--- src/rtl/exmem_pkg.sv ---
package exmem_pkg;

    localparam int XM_DATA_W = 32;
    localparam int XM_REG_W  = 5;

    typedef enum logic [1:0] {
        MOP_ALU   = 2'd0,
        MOP_LOAD  = 2'd1,
        MOP_STORE = 2'd2,
        MOP_RSVD  = 2'd3
    } mem_op_e;

    // One in-flight memory-stage instruction
    typedef struct packed {
        mem_op_e                op;
        logic [XM_REG_W-1:0]    rd;
        logic [XM_DATA_W-1:0]   result;
        logic [XM_DATA_W-1:0]   wdata;
    } xm_entry_t;

    function automatic logic op_uses_cache(input mem_op_e op);
        return (op == MOP_LOAD) || (op == MOP_STORE);
    endfunction

endpackage

--- src/rtl/exmem_shadow_slot.sv ---
module exmem_shadow_slot
    import exmem_pkg::*;
(
    input  logic                  clk,
    input  logic                  rst_n,
    input  logic                  capture_i,
    input  xm_entry_t             entry_i,
    input  logic                  resp_i,
    input  logic [XM_DATA_W-1:0]  resp_data_i,
    input  logic                  release_i,
    output logic                  occupied_o,
    output logic                  filled_o,
    output xm_entry_t             entry_o,
    output logic [XM_DATA_W-1:0]  data_o
);

    typedef struct packed {
        logic                  occ;
        logic                  fill;
        xm_entry_t             ent;
        logic [XM_DATA_W-1:0]  data;
    } slot_t;

    slot_t slot_d, slot_q;

    always_comb begin
        slot_d = slot_q;
        if (capture_i) begin
            slot_d.occ  = 1'b1;
            slot_d.fill = 1'b0;
            slot_d.ent  = entry_i;
        end
        if (resp_i && slot_q.occ && !slot_q.fill) begin
            slot_d.fill = 1'b1;
            slot_d.data = resp_data_i;
        end
        if (release_i) begin
            slot_d.occ  = 1'b0;
            slot_d.fill = 1'b0;
        end
    end

    always_ff @(posedge clk) begin
        if (!rst_n) slot_q <= '0;
        else        slot_q <= slot_d;
    end

    assign occupied_o = slot_q.occ;
    assign filled_o   = slot_q.fill;
    assign entry_o    = slot_q.ent;
    assign data_o     = slot_q.data;

endmodule

--- src/rtl/exmem_replay_pick.sv ---
module exmem_replay_pick #(
    parameter int N_REQ = 2,
    localparam int IDX_W = (N_REQ > 1) ? $clog2(N_REQ) : 1
) (
    input  logic [N_REQ-1:0] ready_i,
    output logic             any_o,
    output logic [IDX_W-1:0] idx_o
);

    // Fixed priority: the lowest-numbered ready requester wins
    always_comb begin
        any_o = 1'b0;
        idx_o = '0;
        for (int i = N_REQ - 1; i >= 0; i--) begin
            if (ready_i[i]) begin
                any_o = 1'b1;
                idx_o = IDX_W'(i);
            end
        end
    end

endmodule

--- src/rtl/exmem_miss_save.sv ---
module exmem_miss_save
    import exmem_pkg::*;
#(
    parameter int NUM_THREADS = 2,
    localparam int TID_W = (NUM_THREADS > 1) ? $clog2(NUM_THREADS) : 1
) (
    input  logic                   clk,
    input  logic                   rst_n,
    input  logic                   ex_valid,
    input  logic [TID_W-1:0]       ex_tid,
    input  logic [1:0]             ex_op,
    input  logic [XM_REG_W-1:0]    ex_rd,
    input  logic [XM_DATA_W-1:0]   ex_result,
    input  logic [XM_DATA_W-1:0]   ex_wdata,
    output logic                   dc_req_valid,
    output logic [TID_W-1:0]       dc_req_tid,
    output logic                   dc_req_we,
    output logic [XM_DATA_W-1:0]   dc_req_addr,
    output logic [XM_DATA_W-1:0]   dc_req_wdata,
    input  logic                   dc_hit,
    input  logic [XM_DATA_W-1:0]   dc_rdata,
    input  logic                   dc_resp_valid,
    input  logic [TID_W-1:0]       dc_resp_tid,
    input  logic [XM_DATA_W-1:0]   dc_resp_data,
    output logic [NUM_THREADS-1:0] thread_blocked,
    output logic                   mem_valid,
    output logic [TID_W-1:0]       mem_tid,
    output logic [XM_REG_W-1:0]    mem_rd,
    output logic                   mem_wen,
    output logic [XM_DATA_W-1:0]   mem_data
);

    typedef struct packed {
        logic                  vld;
        logic [TID_W-1:0]      tid;
        logic                  replay;
        logic [XM_DATA_W-1:0]  fill;
        xm_entry_t             ent;
    } mstage_t;

    mstage_t mem_d, mem_q;

    logic [NUM_THREADS-1:0] slot_occ, slot_fill, capture, resp_hit, release_w, blocked_w;
    xm_entry_t              slot_ent  [NUM_THREADS];
    logic [XM_DATA_W-1:0]   slot_data [NUM_THREADS];
    logic                   pick_any;
    logic [TID_W-1:0]       pick_idx;
    logic                   req_w, miss_w, ex_drop, ex_take;
    xm_entry_t              ex_ent;

    // One shadow slot per thread
    for (genvar g = 0; g < NUM_THREADS; g++) begin : g_slot
        exmem_shadow_slot u_slot (
            .clk         (clk),
            .rst_n       (rst_n),
            .capture_i   (capture[g]),
            .entry_i     (mem_q.ent),
            .resp_i      (resp_hit[g]),
            .resp_data_i (dc_resp_data),
            .release_i   (release_w[g]),
            .occupied_o  (slot_occ[g]),
            .filled_o    (slot_fill[g]),
            .entry_o     (slot_ent[g]),
            .data_o      (slot_data[g])
        );
    end

    exmem_replay_pick #(.N_REQ(NUM_THREADS)) u_pick (
        .ready_i (slot_fill),
        .any_o   (pick_any),
        .idx_o   (pick_idx)
    );

    always_comb begin
        ex_ent.op     = mem_op_e'(ex_op);
        ex_ent.rd     = ex_rd;
        ex_ent.result = ex_result;
        ex_ent.wdata  = ex_wdata;

        req_w  = mem_q.vld && !mem_q.replay && op_uses_cache(mem_q.ent.op);
        miss_w = req_w && !dc_hit;

        release_w = '0;
        ex_drop   = 1'b1;
        for (int t = 0; t < NUM_THREADS; t++) begin
            capture[t]   = miss_w && (mem_q.tid == TID_W'(t));
            resp_hit[t]  = dc_resp_valid && (dc_resp_tid == TID_W'(t));
            blocked_w[t] = slot_occ[t] ||
                           (mem_q.vld && mem_q.replay && (mem_q.tid == TID_W'(t)));
            if (ex_tid == TID_W'(t)) ex_drop = blocked_w[t] || capture[t];
        end
        ex_take = ex_valid && !ex_drop;

        mem_d = '0;
        if (pick_any && !ex_take) begin
            mem_d.vld    = 1'b1;
            mem_d.tid    = pick_idx;
            mem_d.replay = 1'b1;
            mem_d.fill   = slot_data[pick_idx];
            mem_d.ent    = slot_ent[pick_idx];
            release_w[pick_idx] = 1'b1;
        end else if (ex_take) begin
            mem_d.vld = 1'b1;
            mem_d.tid = ex_tid;
            mem_d.ent = ex_ent;
        end
    end

    always_ff @(posedge clk) begin
        if (!rst_n) mem_q <= '0;
        else        mem_q <= mem_d;
    end

    assign dc_req_valid   = req_w;
    assign dc_req_tid     = mem_q.tid;
    assign dc_req_we      = (mem_q.ent.op == MOP_STORE);
    assign dc_req_addr    = mem_q.ent.result;
    assign dc_req_wdata   = mem_q.ent.wdata;
    assign thread_blocked = blocked_w;

    assign mem_valid = mem_q.vld && !miss_w;
    assign mem_tid   = mem_q.tid;
    assign mem_rd    = mem_q.ent.rd;
    assign mem_wen   = (mem_q.ent.op != MOP_STORE);
    assign mem_data  = (mem_q.ent.op == MOP_LOAD)  ? (mem_q.replay ? mem_q.fill : dc_rdata) :
                       (mem_q.ent.op == MOP_STORE) ? '0 : mem_q.ent.result;

endmodule

--- config.mk ---
export PLATFORM = sky130hd
export DESIGN_NAME = exmem_miss_save
export DESIGN_NICKNAME = d
export VERILOG_FILES = /design/src/rtl/exmem_pkg.sv /design/src/rtl/exmem_shadow_slot.sv /design/src/rtl/exmem_replay_pick.sv /design/src/rtl/exmem_miss_save.sv
export SDC_FILE = /design/constraint.sdc
export NUM_CORES = 1
export LEC_CHECK = 0
export ABC_AREA = 0
export BUFFER_PORTS_ARGS = -buffer_cell sky130_fd_sc_hd__buf_2
export CAP_MARGIN = 20
export CORE_MARGIN = 4
export CORE_UTILIZATION = 57
export CTS_BUF_LIST = sky130_fd_sc_hd__clkbuf_4
export CTS_CLUSTER_SIZE = 12
export DETAILED_ROUTE_END_ITERATION = 6
export PLACE_DENSITY = 0.91
export SYNTH_ARGS = -nofsm -noshare
export SYNTH_HDL_FRONTEND = slang
export SYNTH_SLANG_ARGS = --single-unit
--- constraint.sdc ---
create_clock -name clk -period 2.9 [get_ports clk]
set_input_delay 0.58 -clock clk [delete_from_list [all_inputs] [get_ports clk]]
set_output_delay 0.58 -clock clk [all_outputs]
set_load 0.05 [all_outputs]
# --- Word level (Yosys, flattened, before mapping) ---
# Index checks and enable logic that the tools add are counted.
totals:
  ff_bits: 316
  output_inout_bits: 109
  input_bits: 142
  elab_cells: 92
classes:
  n_mux: 25
  n_bitwise: 4
  n_reduce_logical: 35
  eq_ne: 3
  magnitude_cmp: 3
ops:
  columns: ["op", "count"]
  rows:
  - ["71-bit two-way mux", 5]
  - ["32-bit two-way mux", 6]
  - ["72-bit two-way mux", 2]
  - ["33-bit two-way mux", 1]
  - ["1-bit logical AND", 18]
  - ["1-bit zero test", 7]
  - ["1-bit two-way mux", 7]
  - ["2-bit two-way mux", 3]
  - ["1-bit logical OR", 5]
  - ["2-bit nonzero test", 2]
  - ["2-bit OR reduction", 2]
  - ["1-bit NOT", 3]
  - ["2-bit by 1-bit equality test with 1-bit output, second input constant", 1]
  - ["2-bit equality test, second input constant", 1]
  - ["2-bit >= comparator, second input constant", 1]
  - ["1-bit by 2-bit < comparator with 1-bit output, second input constant", 1]
  - ["2-bit inequality test, second input constant", 1]
  - ["1-bit NOT with 2-bit output", 1]
  - ["2-bit AND reduction", 1]
  - ["1-bit demux with 1-bit select", 1]
  - ["1-bit >= comparator, second input constant", 1]

# --- Longest topological paths before layout ---
# Gate-level depths: netlist (run 1).
depth:
  ltp_word: 13
  depth_mapped: 8

# --- By module ---
# From an unflattened synthesis (run 1), not the netlist that was laid out.
unflattened:
  hier_cells: 1430
  hier_area_um2: 14557.7
modules_own_cells:
  columns: ["module", "area_per_inst_um2", "instances", "seq_area_each_um2", "cells_per_inst"]
  rows:
  - ["exmem_shadow_slot", 4076.4, 2, 2102.0, 376]
  - ["exmem_miss_save", 6389.9, 1, 2122.0, 676]
  - ["exmem_replay_pick", 15.0, 1, 0.0, 2]

# --- Worst setup path after synthesis (run 1) ---
# OpenSTA, ideal clock, no wires.
synth_path:
  path_type: "register -> output"
  start: "register mem_q[69] in the netlist's numbering"
  end: "output port mem_data[10]"
  arrival_ns: 2.833
  setup_slack_ns: -0.513
  path_stages_with_launch: 7
  path_buffers: 1
  cell_sequence: "dfxtp_1 -> inv_1 -> ha_1 -> inv_1 -> clkbuf_1 -> nand2_1 -> o21ai_0"
synth_via:
  elab_chain_len: 3
  word_cells_on_any_way: 4
synth_lines:
  columns: ["element", "line_no", "source"]
  rows:
  - ["start: declaration", "exmem_miss_save.sv:41", "mstage_t mem_d, mem_q;"]
  - ["start signal: assignment", "exmem_miss_save.sv:111", "else mem_q <= mem_d;"]
  - ["2-bit equality test", null, null]
  - ["named net dc_req_we", "exmem_miss_save.sv:17", "output logic dc_req_we,"]
  - ["32-bit two-way mux", "exmem_miss_save.sv:126", "(mem_q.ent.op == MOP_STORE) ? '0 : mem_q.ent.result;"]
  - ["32-bit two-way mux", "exmem_miss_save.sv:125", "assign mem_data = (mem_q.ent.op == MOP_LOAD) ? (mem_q.replay ? mem_q.fill : dc_rdata) :"]
  - ["end: declaration", "exmem_miss_save.sv:30", "output logic [XM_DATA_W-1:0] mem_data"]
# The timed path passes the listed nets, and every way through them passes these cells.

# --- Final worst setup path (run 1) ---
layout_path:
  start: "register mem_q[69] in the netlist's numbering"
  end: "output port mem_valid"
layout_via:
  elab_chain_len: 6
  word_cells_on_any_way: 7
layout_lines:
  columns: ["element", "line_no", "source"]
  rows:
  - ["2-bit by 1-bit equality test with 1-bit output or 2-bit equality test (tied branches)", "exmem_pkg.sv:22", "return (op == MOP_LOAD) || (op == MOP_STORE);"]
  - ["1-bit logical OR (*)", "exmem_pkg.sv:22", null]
  - ["1-bit logical AND (*)", "exmem_miss_save.sv:80", "req_w = mem_q.vld && !mem_q.replay && op_uses_cache(mem_q.ent.op);"]
  - ["1-bit logical AND (*)", "exmem_miss_save.sv:81", "miss_w = req_w && !dc_hit;"]
  - ["1-bit zero test (*)", "exmem_miss_save.sv:121", "assign mem_valid = mem_q.vld && !miss_w;"]
  - ["1-bit logical AND (*)", "exmem_miss_save.sv:121", null]
  - ["end: declaration", "exmem_miss_save.sv:26", "output logic mem_valid,"]
# Mark *: on every way between the ends. The rest lies on a longest branch, timed or not.

==> impl_metrics.tcl, run 1 <==
set metrics [dict create \
    synth.net_count 1799 \
    fill_cells 1798 \
    drive_gt1_frac 0.247 \
    drt_drc_violations_left 0 \
    viasPerCell 5.67 \
    drt_iter0_markers 1455 \
    synth_top_area_cell "dfxtp_1" \
    setup_tns_ns 0 \
    worstSetupStartpoint "mem_q[69]" \
    max_freq_ghz 0.354 \
    slew_headroom 0.231 \
    tightest_slew_ns 1.15 \
    leakage_nw 6.24 \
    setup_viol 0 \
    overflow 0 \
    crit_fanout 4 \
    synth_cell_type_count 36 \
    syn_inst 1655 \
    synth_area_leaders "dfxtp_1 48%, nand2_1 20%, a21oi_1 8.0%" \
    synth.yosys.warnings 0 \
    critPathLaunchType "flop" \
    synth_most_common_cell "nand2_1" \
    cts_root_buffer "clkbuf_4" \
    grt_max_degree 210 \
    pin_count 251 \
    ys.flop_type "dfxtp_1" \
    die_h_um 159 \
    netlist_area_um2 13100 \
    syn_avg_cell_area_um2 7.90 \
    dr.pass1.iters 6 \
    vias 12200 \
    worstHoldStart "ex_op[0]" \
    area_growth_pct 15.2 \
    worstSkewPairLatency_ns 0.68 \
    core_area_um2 22600 \
    wl_mm 37.6 \
    synth.top_cell.area_share 0.484 \
    maxCapViolations 0 \
    cts_tree "yes" \
    ys_seq_area_frac 0.484 \
    crit_type "flop to primary output" \
    power_mw 8.91 \
    postRouteAntennaNets 0 \
    grt_pass1_wl_mm 59.5 \
    post-route-min-period_ns 2.82 \
    synth-seq-cells 316 \
    ctsLongestPathBuffers 3 \
    reg2reg_from "mem_q[69]" \
    required_ns 2.32 \
    gp_routability_congestion 0.936 \
    drv_slew 0 \
    synthTopCellsByCount "691 x nand2_1, 316 x dfxtp_1, 210 x a21oi_1, 101 x clkbuf_1, 74 x buf_4" \
    synth-edff-count 0 \
    final-hold-violation-count 0 \
    critPathArrivalTime_ns 2.24 \
    nNetsFinal 1956 \
    gr-usage-all-layers 0.282 \
    clk_pin_slew_ns 0.06 \
    post_drt_wl_per_cell_um 17.5 \
    rows 55 \
    htree_levels 3 \
    hold_path.class "input pin to flop" \
    cts_inserted_buffers 80 \
    finalCritPeriodShare 0.973 \
    antenna_found_initial 8 \
    portBuffers 250 \
    die_x_um 159 \
    start_util 0.579 \
    vdd_drop_max_v 0.000290 \
    clock_sinks 316 \
    die-area_um2 25400 \
    async_reset_ff_frac 0 \
    status "finished clean" \
    grt_pass1_vias 11600 \
    worst_setup_path_end_kind "primary output" \
    powerDensity_nw_per_um2 592 \
    finalClockSkew_ns 0.0407 \
    hpwlAfterDp_mm 23.3 \
]
[layout by cell type (no fill, tap or decap), types with 2 or more instances in the layout]
| cell type | count |
|---|---|
| mux2_2 | 32 |
| buf_12 | 8 |
| buf_2 | 244 |
| o21ai_1 | 19 |
| o21ai_0 | 6 |
| clkinv_1 | 5 |
| clkbuf_4 | 119 |
| dfxtp_1 | 315 |
| inv_2 | 3 |
| a21oi_1 | 210 |
| a32o_1 | 72 |
| diode_2 | 6 |
| nand2_2 | 2 |
| mux2i_1 | 32 |
| bufinv_16 | 3 |
| inv_1 | 4 |
| nand2_1 | 689 |
| nor3_1 | 32 |
| a211oi_1 | 2 |
| ha_4 | 2 |
| nor2_4 | 3 |
| nor2_1 | 2 |
| o21ai_2 | 11 |
| buf_4 | 20 |
[repair_timing]
action | 4_1_cts | 5_1_grt
hold buffers | 0 | 0
endpoints found under the setup margin | 33 | 33
pin swaps | 1 | 0
buffers inserted | 1 | 0
endpoints found under the hold margin | 0 | 0
gates resized for setup | 10 | 8
gates cloned | 0 | 0
[report_power, final]
group	switching, mW	internal [mW]
clock network	1.70	2.09
registers	0.0479	4.38
logic	0.486	0.198
[critical path, stage by stage (launching register included)]
cell and delay [ns]:
dfxtp_4 0.37, inv_1 0.07, ha_4 0.25, or4b_4 0.49, and2_1 0.19, buf_4 0.19
[kinds of logic (layout without fill, tap and decap cells)]
kind of cell             Yosys count  count (layout)  synth area share
adder cells (fa/ha/maj)            2               2           0.00191
AO/OA/AOI/OAI                    326             326             0.155
AND/OR/NAND/NOR                  741             741             0.221
flip-flops                       316             316             0.484
multiplexers                      64              64            0.0521
other                              0               6                 0
buffers and inverters            206             410            0.0864
[final cells by class]
class | count | area, um^2 | share of cell area
Sequential cell | 316 | 6330 | 0.421
Multi-Input combinational cell | 1133 | 5750 | 0.382
Timing Repair Buffer | 275 | 1560 | 0.104
Clock buffer | 117 | 878 | 0.0584
Tap cell | 285 | 357 | 0.0237
Clock inverter | 12 | 129 | 0.00856
Inverter | 6 | 27.5 | 0.00183
Antenna cell | 6 | 15.0 | 0.000998
[path summary, 6_finish.rpt]
check / to / slack (ns) / depth (start not counted)
max: mem_valid / 0.08 / 5
min: mem_q[69] / 0.12 / 2
max reg2reg: dc_req_addr[3] / 0.17 / 7
min reg2reg: g_slot[0].u_slot.entry_o[58] / 0.45 / 2
[per-stage QoR]
stage	std cells	setup slack, ns	utilization	area, um^2	hold WS (ns)
floorplan	1655	0.0821	-	13100	0.436
global placement	2013	0.279	0.617	13900	0.441
detailed placement	2013	0.195	0.617	13900	0.447
CTS	2143	-0.0325	0.663	15000	0.0637
global route	2150	-0.00572	0.667	15000	0.0905
finish	2150	0.0778	0.667	15000	0.118
[per-layer routing]
metal | GRT usage | share of wire | vias to the layer above
met4 | 0.157 | 0.046 | 4
met2 | 0.436 | 0.46 | 667
met3 | 0.0616 | 0.090 | 127
li1 | - | - | 5779
met5 | 0 | 0.00061 | -
met1 | 0.368 | 0.40 | 5608
[flip-flops by register name, summed over array words and instances (netlist names)]
name and cells:
dc_req_wdata 32, g_slot.u_slot.filled_o 2, g_slot.u_slot.entry_o 142, g_slot.u_slot.data_o 64, mem_q 36, g_slot.u_slot.occupied_o 2
dc_req_tid 1, mem_rd 5, dc_req_addr 32
(Power assumes the default switching activity.)
==> inputs of run 2 (changes only) <==
HOLD_SLACK_MARGIN = 0.15   (was not set)
==> run 2 against run 1 <==
The flow now finishes with violations (DRC). Largest power group unchanged. Critical path depth unchanged. Non-clock buffer count rose by 103. Register-to-register slack got worse by 0.06 ns. Clock skew increased by 0.0068 ns. Die area is the same.
==> impl_metrics.tcl, run 2 (synthesis results as in run 1) <==
set metrics [dict create \
    vias 13000 \
    grt_pass1_wl_mm 65.5 \
    slowest_stage "dfxtp_1" \
    required_ns 2.32 \
    intPower_mw 6.76 \
    clk_pin_slew_ns 0.06 \
    combinationalPowerShare 0.089 \
    layout.cells.non_filler 2254 \
    die_h_um 159 \
    leakage_nw 6.67 \
    drt_drc_violations_left 1 \
    core_area_um2 22600 \
    vdd_drop_max_v 0.000372 \
    viasPerCell 5.76 \
    max_stage_delay_ns 0.47 \
    violations "DRC" \
    postRouteAntennaNets 0 \
    power_mw 9.10 \
    max_freq_ghz 0.357 \
    post-route-cell-area_um2 16100 \
    maxCapViolations 0 \
    hold_path.class "input pin to flop" \
    drt_iter0_markers 1758 \
    crit_fanout 32 \
    finalClockSkew_ns 0.0475 \
    wl_mm 41.7 \
    area_growth_pct 23.1 \
    final-hold-violation-count 0 \
    portBuffers 250 \
    tightest_slew_ns 1.01 \
    path_cells "buf_12, mux2_2, nand2_1, o21ai_2, buf_2" \
    clock_sinks 316 \
    die_x_um 159 \
    htree_levels 3 \
    hpwlAfterDp_mm 23.3 \
    fill_cells 1595 \
    rsz0062_at_grt "false" \
    gp_routability_congestion 0.936 \
    worstSkewPairLatency_ns 0.69 \
    dr.pass1.iters 7 \
    p_seq_frac 0.487 \
    gr-usage-all-layers 0.312 \
    finalCritPeriodShare 0.965 \
    critPathArrivalTime_ns 2.22 \
    slew_headroom 0.326 \
    cts_root_buffer "clkbuf_4" \
    pin_count 251 \
    pwr-share-clk 0.424 \
    rows 55 \
    overflow 0 \
    largest_register_ffs 142 \
    worst_setup_path_end_kind "primary output" \
    crit_type "flop to primary output" \
    die-area_um2 25400 \
    dpl_cell_area_um2 13900 \
    critPathLaunchType "flop" \
    cp_top_family "buffers and inverters" \
    start_util 0.579 \
    cts_tree "yes" \
    ctsLongestPathBuffers 3 \
    nNetsFinal 2059 \
    post_drt_wl_per_cell_um 18.5 \
    drv_slew 0 \
    layout_commonest_cell "nand2_1" \
    grt_max_degree 210 \
    hold_ws_ns 0.201 \
    cts_inserted_buffers 80 \
    status "finished, violations left" \
    drive_gt1_frac 0.235 \
    cp_num_buf_inv 2 \
    post-route-min-period_ns 2.80 \
    dp_cells 2013 \
    setup_viol 0 \
    net-switching-power_mw 2.33 \
    powerDensity_nw_per_um2 566 \
    layout_common_cells "689 x nand2_1, 315 x dfxtp_1, 243 x buf_2" \
    antenna_found_initial 8 \
    grt_pass1_vias 12400 \
    swShare 0.257 \
]
-- run 2: changes by cell type in the layout (fill, tap and decap cells not counted), sizes merged --
cell | previous run | this run
clkbuf | 119 | 120
diode | 6 | 7
dlygate4sd3 | 0 | 102
-- run 2: layer usage --
layer  GRT usage  vias to the layer above  routed length, um
li1            -                     5984                  -
met1       0.392                     5935              16100
met2       0.488                      858              19300
met3      0.0766                      200               3990
met4       0.185                        2               2380
met5           0                        -                  9
-- run 2: worst min-delay path: stages --
cell and delay [ns]:
buf_2 0.11, nand2_1 0.05, a21oi_1 0.05
-- run 2: metrics by stage --
stage               TNS, ns  setup slack (ns)   util
global route              0            0.0124  0.713
CTS                  -0.114           -0.0325  0.709
detailed placement        0             0.195  0.617
global placement          0             0.279  0.617
finish                    0             0.101  0.713
floorplan                 0            0.0821      -
-- run 2: power by group through the flow --
| stage | Clock [mW] | Combinational (mW) | Sequential [mW] |
|---|---|---|---|
| finish | 3.86 | 0.807 | 4.43 |
| global route | 4.13 | 0.842 | 4.43 |
| CTS | 3.87 | 0.779 | 4.43 |
| detailed placement | 0 | 0.666 | 4.52 |
| global placement | 0 | 0.660 | 4.52 |
| floorplan | 0 | 0.484 | 4.51 |
-- run 2: area by class of cell --
type / count / area (um^2) / share of cell area
multi-input combinational: 1133 / 5750 / 0.358
antenna: 7 / 17.5 / 0.00109
sequential: 316 / 6330 / 0.393
clock buffer: 117 / 878 / 0.0546
clock inverter: 12 / 129 / 0.00801
tap: 285 / 357 / 0.0222
timing repair buffer: 378 / 2600 / 0.161
inverter: 6 / 27.5 / 0.00171
-- run 2: worst paths after layout --
| kind | from | end | slack, ns | depth (start not counted) |
|---|---|---|---|---|
| setup / recovery | mem_q[103] | mem_data[12] | 0.10 | 5 |
| hold reg to reg | g_slot[0].u_slot.entry_o[58] | g_slot[0].u_slot.entry_o[58] | 0.45 | 2 |
| hold / removal | dc_resp_data[31] | g_slot[1].u_slot.data_o[31] | 0.20 | 3 |
| setup reg to reg | mem_q[69] | dc_req_addr[3] | 0.11 | 7 |
-- run 2: what timing repair did --
| action | CTS | global route |
|---|---|---|
| hold buffers | 102 | 0 |
| buffers inserted | 1 | 1 |
| hold endpoints to repair | 133 | 0 |
| endpoints found under the setup margin | 33 | 34 |
| pin swaps | 1 | 1 |
| resized for setup | 10 | 10 |
